==> config.mk <==
export PLATFORM = sky130hd
export DESIGN_NAME = uplink_cmd_decoder
export DESIGN_NICKNAME = d
export VERILOG_FILES = /design/src/rtl/ucd_pkg.sv /design/src/rtl/ucd_start_detect.sv /design/src/rtl/ucd_block_shift.sv /design/src/rtl/ucd_bch_fix.sv /design/src/rtl/uplink_cmd_decoder.sv
export SDC_FILE = /design/constraint.sdc
export NUM_CORES = 1
export LEC_CHECK = 0
export ABC_AREA = 1
export BUFFER_PORTS_ARGS = -buffer_cell sky130_fd_sc_hd__buf_2
export CAP_MARGIN = 20
export CORE_MARGIN = 2
export CORE_UTILIZATION = 33
export DETAILED_ROUTE_END_ITERATION = 8
export SLEW_MARGIN = 20
export SYNTH_ARGS = -nofsm -noshare
export SYNTH_HDL_FRONTEND = slang
export SYNTH_SLANG_ARGS = --single-unit
==> constraint.sdc <==
create_clock -name clk -period 9.2 [get_ports clk]
set_input_delay 1.84 -clock clk [delete_from_list [all_inputs] [get_ports clk]]
set_output_delay 1.84 -clock clk [all_outputs]
set_load 0.02 [all_outputs]
==> src/rtl/ucd_pkg.sv <==
`timescale 1ns/1ps
package ucd_pkg;
  typedef enum logic [1:0] {
    ST_INACTIVE = 2'd0,
    ST_SEARCH   = 2'd1,
    ST_DECODE   = 2'd2
  } ucd_state_e;
endpackage

==> src/rtl/ucd_start_detect.sv <==
`timescale 1ns/1ps
module ucd_start_detect #(
  parameter int unsigned         WIN_W   = 32,
  parameter logic [WIN_W-1:0]    PATTERN = 32'h5555_EB90
) (
  input  logic clk,
  input  logic rst_n,
  input  logic shift_en,
  input  logic bit_i,
  output logic hit_o
);
  logic [WIN_W-1:0] win_q, win_d;

  // window only holds bits seen while searching; cleared otherwise
  always_comb begin
    if (shift_en) win_d = {win_q[WIN_W-2:0], bit_i};
    else          win_d = '0;
    hit_o = shift_en && (win_d == PATTERN);
  end

  always_ff @(posedge clk or negedge rst_n) begin
    if (!rst_n) win_q <= '0;
    else        win_q <= win_d;
  end
endmodule

==> src/rtl/ucd_block_shift.sv <==
`timescale 1ns/1ps
module ucd_block_shift #(
  parameter int unsigned BLK_W = 64
) (
  input  logic             clk,
  input  logic             rst_n,
  input  logic             en,
  input  logic             bit_i,
  output logic             full_o,
  output logic [BLK_W-1:0] word_o
);
  localparam int unsigned CNT_W = $clog2(BLK_W);
  localparam logic [CNT_W-1:0] LAST = CNT_W'(BLK_W - 1);

  logic [CNT_W-1:0] cnt_q, cnt_d;
  logic [BLK_W-1:0] sreg_q, sreg_d;

  always_comb begin
    word_o = {sreg_q[BLK_W-2:0], bit_i};
    full_o = en && (cnt_q == LAST);
    if (!en)             cnt_d = '0;
    else if (cnt_q == LAST) cnt_d = '0;
    else                 cnt_d = cnt_q + 1'b1;
    sreg_d = en ? word_o : sreg_q;
  end

  always_ff @(posedge clk or negedge rst_n) begin
    if (!rst_n) begin
      cnt_q  <= '0;
      sreg_q <= '0;
    end else begin
      cnt_q  <= cnt_d;
      sreg_q <= sreg_d;
    end
  end
endmodule

==> src/rtl/ucd_bch_fix.sv <==
`timescale 1ns/1ps
module ucd_bch_fix #(
  parameter int unsigned       CW_N   = 63,
  parameter int unsigned       INFO_W = 56,
  parameter logic [CW_N-INFO_W:0] GEN = 8'hC5
) (
  input  logic [CW_N-1:0]   cw_i,
  output logic [INFO_W-1:0] info_o,
  output logic              fix_o,
  output logic              err_o
);
  localparam int unsigned CHK_W = CW_N - INFO_W;

  function automatic logic [CHK_W-1:0] remainder(input logic [CW_N-1:0] v);
    logic [CHK_W-1:0] r;
    logic             fb;
    r = '0;
    for (int i = CW_N - 1; i >= 0; i--) begin
      fb = r[CHK_W-1] ^ v[i];
      r  = {r[CHK_W-2:0], 1'b0} ^ (fb ? GEN[CHK_W-1:0] : '0);
    end
    return r;
  endfunction

  logic [CHK_W-1:0] syn;
  logic [CW_N-1:0]  hit_vec;
  logic [CW_N-1:0]  fixed;

  assign syn = remainder(cw_i);

  // one parallel comparator per bit position
  for (genvar g = 0; g < CW_N; g++) begin : g_pos
    localparam logic [CHK_W-1:0] SIG = remainder(CW_N'(1) << g);
    assign hit_vec[g] = (syn == SIG);
  end

  always_comb begin
    fixed  = cw_i ^ hit_vec;
    info_o = fixed[CW_N-1:CHK_W];
    fix_o  = |hit_vec;
    err_o  = (syn != '0) && !fix_o;
  end
endmodule

==> src/rtl/uplink_cmd_decoder.sv <==
`timescale 1ns/1ps
module uplink_cmd_decoder #(
  parameter logic [15:0] ACQ_WORD   = 16'h5555,
  parameter logic [15:0] START_WORD = 16'hEB90,
  parameter int unsigned BLK_W      = 64,
  parameter int unsigned INFO_W     = 56,
  parameter logic [BLK_W-1:0] TAIL_WORD = 64'hC5C5_C5C5_C5C5_C579,
  parameter logic [BLK_W-1-INFO_W:0]  GEN_POLY  = 8'hC5
) (
  input  logic              clk,
  input  logic              rst_n,
  input  logic              lock_i,
  input  logic              bit_i,
  output logic [1:0]        mode_o,
  output logic              blk_valid_o,
  output logic [INFO_W-1:0] blk_info_o,
  output logic              blk_err_o,
  output logic              blk_fix_o
);
  import ucd_pkg::*;

  localparam int unsigned CW_N  = BLK_W - 1;
  localparam int unsigned WIN_W = 32;
  localparam logic [WIN_W-1:0] SYNC_PAT = {ACQ_WORD, START_WORD};

  ucd_state_e        state_q, state_d;
  logic              start_hit, blk_full, tail_hit;
  logic [BLK_W-1:0]  blk_word;
  logic [INFO_W-1:0] fix_info;
  logic              fix_flag, err_flag;
  logic              valid_d, err_d, fix_d;
  logic [INFO_W-1:0] info_d;
  logic              srch_en, dec_en;

  assign srch_en = lock_i && (state_q == ST_SEARCH);
  assign dec_en  = lock_i && (state_q == ST_DECODE);

  ucd_start_detect #(.WIN_W(WIN_W), .PATTERN(SYNC_PAT)) u_sync (
    .clk(clk), .rst_n(rst_n), .shift_en(srch_en), .bit_i(bit_i), .hit_o(start_hit)
  );

  ucd_block_shift #(.BLK_W(BLK_W)) u_shift (
    .clk(clk), .rst_n(rst_n), .en(dec_en), .bit_i(bit_i),
    .full_o(blk_full), .word_o(blk_word)
  );

  ucd_bch_fix #(.CW_N(CW_N), .INFO_W(INFO_W), .GEN(GEN_POLY)) u_bch (
    .cw_i(blk_word[BLK_W-1:1]), .info_o(fix_info), .fix_o(fix_flag), .err_o(err_flag)
  );

  assign tail_hit = blk_full && (blk_word == TAIL_WORD);

  // next-state logic
  always_comb begin
    state_d = state_q;
    if (!lock_i) begin
      state_d = ST_INACTIVE;
    end else begin
      case (state_q)
        ST_INACTIVE: state_d = ST_SEARCH;
        ST_SEARCH:   if (start_hit) state_d = ST_DECODE;
        ST_DECODE:   if (tail_hit)  state_d = ST_SEARCH;
        default:     state_d = ST_INACTIVE;
      endcase
    end
    valid_d = blk_full && !tail_hit;
    info_d  = valid_d ? fix_info : blk_info_o;
    err_d   = valid_d ? err_flag : blk_err_o;
    fix_d   = valid_d ? fix_flag : blk_fix_o;
  end

  always_ff @(posedge clk or negedge rst_n) begin
    if (!rst_n) begin
      state_q     <= ST_INACTIVE;
      blk_valid_o <= 1'b0;
      blk_info_o  <= '0;
      blk_err_o   <= 1'b0;
      blk_fix_o   <= 1'b0;
    end else begin
      state_q     <= state_d;
      blk_valid_o <= valid_d;
      blk_info_o  <= info_d;
      blk_err_o   <= err_d;
      blk_fix_o   <= fix_d;
    end
  end

  assign mode_o = state_q;


  lock_drop_chk: assert property (@(posedge clk) disable iff (!rst_n)
    !lock_i |=> (state_q == ST_INACTIVE && !blk_valid_o));

  lock_rise_chk: assert property (@(posedge clk) disable iff (!rst_n)
    (state_q == ST_INACTIVE && lock_i) |=> (state_q == ST_SEARCH));

  no_early_decode_chk: assert property (@(posedge clk) disable iff (!rst_n)
    (state_q == ST_SEARCH && !start_hit) |=> (state_q != ST_DECODE));

  valid_pulse_chk: assert property (@(posedge clk) disable iff (!rst_n)
    blk_valid_o |=> !blk_valid_o);

  flag_excl_chk: assert property (@(posedge clk) disable iff (!rst_n)
    blk_fix_o |-> !blk_err_o);

  tail_stop_chk: assert property (@(posedge clk) disable iff (!rst_n)
    tail_hit |=> (!blk_valid_o && state_q == ST_SEARCH));
endmodule

==> key figures <==
Critical path
  – Crit path depth: 59
  – CP startpoint: u_shift.sreg_q[59]
  – Setup crit end: blk_info_o[52]
  – Cell repeated most along the worst path: nand2_2
  – Top Family by Delay on Critical Path: simple AND/OR/NAND/NOR gates
  – Kind of end point of the critical path: flop
  – Crit path required time: 9.49 ns
  – Reg2reg setup slack: 0.81 ns
  – Crit path buffers/inverters: 9
  – CP max FO: 15
  – Slowest stage delay, CP: 0.44 ns
  – Critical path arrival: 8.67 ns
  – CP Launch Type: flop
  – Crit path kind: reg -> reg
  – R2r endpoint: blk_info_o[52]
  – Reg2reg start: u_shift.sreg_q[59]
  – Worst-case reg-to-reg path depth: 59
  – Worst path slowest cell: dfrtp_2

Route
  – WL per Instance: 15.3 microns
  – Post-Route WL: 28.7 mm
  – Remaining antenna violation count: 0
  – Via count: 9,211
  – # DRC: 0
  – First-pass DRT Iterations: 5
  – Via/cell ratio: 4.93
  – DRT iter0 DRCs: 885

Yosys
  – Yosys top cell by area: dfrtp_1
  – Most frequent cell after synthesis: nand2_1
  – Synth warnings: 0
  – Mapped Nets: 1,396
  – Avg Cell Area, Syn: 7.55 sq um
  – Async set-reset flop share out of synthesis: 1.00
  – Most common library cells after synthesis: 292 x nand2_1, 178 x nand3_1, 165 x inv_1
  – Main synth FF type: dfrtp_1
  – Sequential share of the synthesized area: 0.384
  – Yosys top cell area share: 0.384
  – Synth Instances: 1,389
  – Number of synthesized flops with an enable pin: 0
  – Ranking of synthesized cells by area: dfrtp_1 38%, nand2_1 10%, nand3_1 8.5%, xor2_1 8.4%, inv_1 5.9%
  – Seq cells post-synth: 161
  – Count of cell types in the netlist: 37
  – Cell area after synthesis: 10,500 sq um

Floorplan
  – Die area: 33,200 sq um
  – Number of I/O pins: 65
  – Starting Density: 0.334
  – # rows: 65
  – Core Area: 31,400 sq um
  – Die W: 182 microns
  – Die height: 182 microns

Placed design
  – Pre-CTS setup slack: 0.433 ns
  – Placed insts: 1,831
  – Number of port buffers: 64
  – DP HPWL: 21.0 mm
  – GPL Wtd Cong: 0.941

Run status
  – Status: finished, final reports clean

Final layout
  – Final Util: 0.385
  – Area growth, synth to finish: 15.3%
  – Layout Nets: 1,462
  – Fin cells: 1,870
  – Layout cells sized above 1: 0.187
  – Area of the multi-input gates: 5720 sq um
  – # diodes: 0
  – Register Area: 4030 sq um
  – Fill cell count: 3,301

Flow run
  – Max-cap violations: 0

Timing
  – Worst setup margin: 0.813 ns
  – Setup violations, final: 0
  – Final Max Slew Viols: 0
  – Fmax: 119 MHz
  – Worst Tran Pin Value: 0.842 ns
  – Post-Route Setup TNS: 0 ns
  – Rel. slew slack: 0.438
  – Clock skew: 0.0199 ns
  – Final min period: 8.39 ns
  – Final period util: 0.912
  – Fin. Hold Viols: 0

Power and ir drop
  – Worst IR Drop VDD: 0.121 mV
  – Leak pwr: 6.23 nW
  – Cell Pwr Density: 121 nW/um^2

GRT
  – Largest net degree at the start of global routing: 87
  – First-pass GRT wire length: 46.6 mm
  – GRT Overall Usage: 0.177
  – Vias in the first global route: 8,909
  – Global route total overflow: 0
  – Initial antenna violation count: 0

Clocking
  – CTS tree: done
  – H-Tree Depth: 4
  – Clk root buf: clkbuf_16
  – Clock latency on the worst-skew pair: 0.45 ns
  – CTS Buf Count: 17
  – CTS max path bufs: 2
  – CTS sink cnt: 161
  – CTS clk-pin slew, worst paths: 0.07 ns

Min path
  – Worst hold path type: reg -> reg
==> flip-flops by register name, summed over array words and instances, names as in the netlist <==
| name | flops |
|---|---|
| mode_o | 2 |
| u_sync.win_q | 31 |
| blk_info_o | 56 |
| u_shift.sreg_q | 63 |
| blk_err_o | 1 |
| blk_valid_o | 1 |
| blk_fix_o | 1 |
| u_shift.cnt_q | 6 |
==> metrics by stage <==
stage | power (mW) | hold slack (ns) | area, sq um
3_3_place_gp | 0.749 | 0.444 | 11300
5_1_grt | 1.51 | 0.489 | 12100
4_1_cts | 1.48 | 0.462 | 11800
2_1_floorplan | 0.731 | 0.431 | 10500
6_report | 1.47 | 0.464 | 12100
3_5_place_dp | 0.750 | 0.452 | 11300
==> cells in the final DEF, fill, tap and decap left out, types with 3 or more instances in the layout <==
cell,n
a21oi_1,43
buf_2,63
buf_4,19
clkbuf_16,18
clkinv_4,3
dfrtp_1,158
dfrtp_2,3
inv_1,164
inv_2,24
inv_6,5
inv_8,3
nand2_1,287
nand2_2,49
nand2_4,10
nand3_1,162
nand3_2,38
nand3_4,3
nand3b_1,9
nand4_1,39
nor2_1,115
nor3_1,6
nor4_1,11
o21ai_0,81
or2_1,3
xnor2_1,6
xnor2_2,6
xor2_1,98
xor2_2,14
xor2_4,3
==> how the worst min path moves through the flow <==
| stage | startpoint | to | cells past startpoint |
|---|---|---|---|
| 6_report | u_shift.cnt_q[0] | u_shift.cnt_q[0] | 1 |
| 3_5_place_dp | u_shift.cnt_q[0] | u_shift.cnt_q[0] | 1 |
| 2_1_floorplan | u_sync.win_q[24] | u_sync.win_q[25] | 2 |
| 5_1_grt | u_shift.cnt_q[0] | u_shift.cnt_q[0] | 1 |
| 3_3_place_gp | u_sync.win_q[24] | u_sync.win_q[25] | 2 |
| 4_1_cts | u_shift.cnt_q[0] | u_shift.cnt_q[0] | 1 |
==> final cells by class <==
cell class              instances  area share
multi-input cells             999       0.474
flip-flops and latches        161       0.334
inverters                     190      0.0592
repair buffers                 86      0.0435
well taps                     402      0.0416
clock buffers                  18      0.0363
clock inverters                14      0.0121
==> routing by layer <==
layer | global-route usage | wire length [microns] | vias up
met4 | 0.0619 | 686 | 0
met5 | 0 | 0 | -
met1 | 0.236 | 13100 | 4351
met2 | 0.297 | 13700 | 236
li1 | - | - | 4573
met3 | 0.0226 | 1230 | 51
==> power breakdown <==
part,switching [mW],internal (mW)
clock network,0.340,0.391
logic,0.0223,0.00351
registers,0.000433,0.708
==> cell families after synthesis <==
| kind of cell | Yosys count | share of synthesized area |
|---|---|---|
| compound gates | 130 | 0.0632 |
| xor+xnor | 128 | 0.125 |
| fa+ha+maj | 3 | 0.00358 |
| buf+inv | 230 | 0.0864 |
| flops | 161 | 0.384 |
| simple gates | 737 | 0.337 |
==> what timing repair did <==
item / 4_1_cts / 5_1_grt
hold buffers: 0 / 0
buffers inserted: 0 / 5
setup endpoints to repair: 0 / 56
gates resized for setup: 0 / 34
No activity file was read; power rests on OpenSTA's default activity.
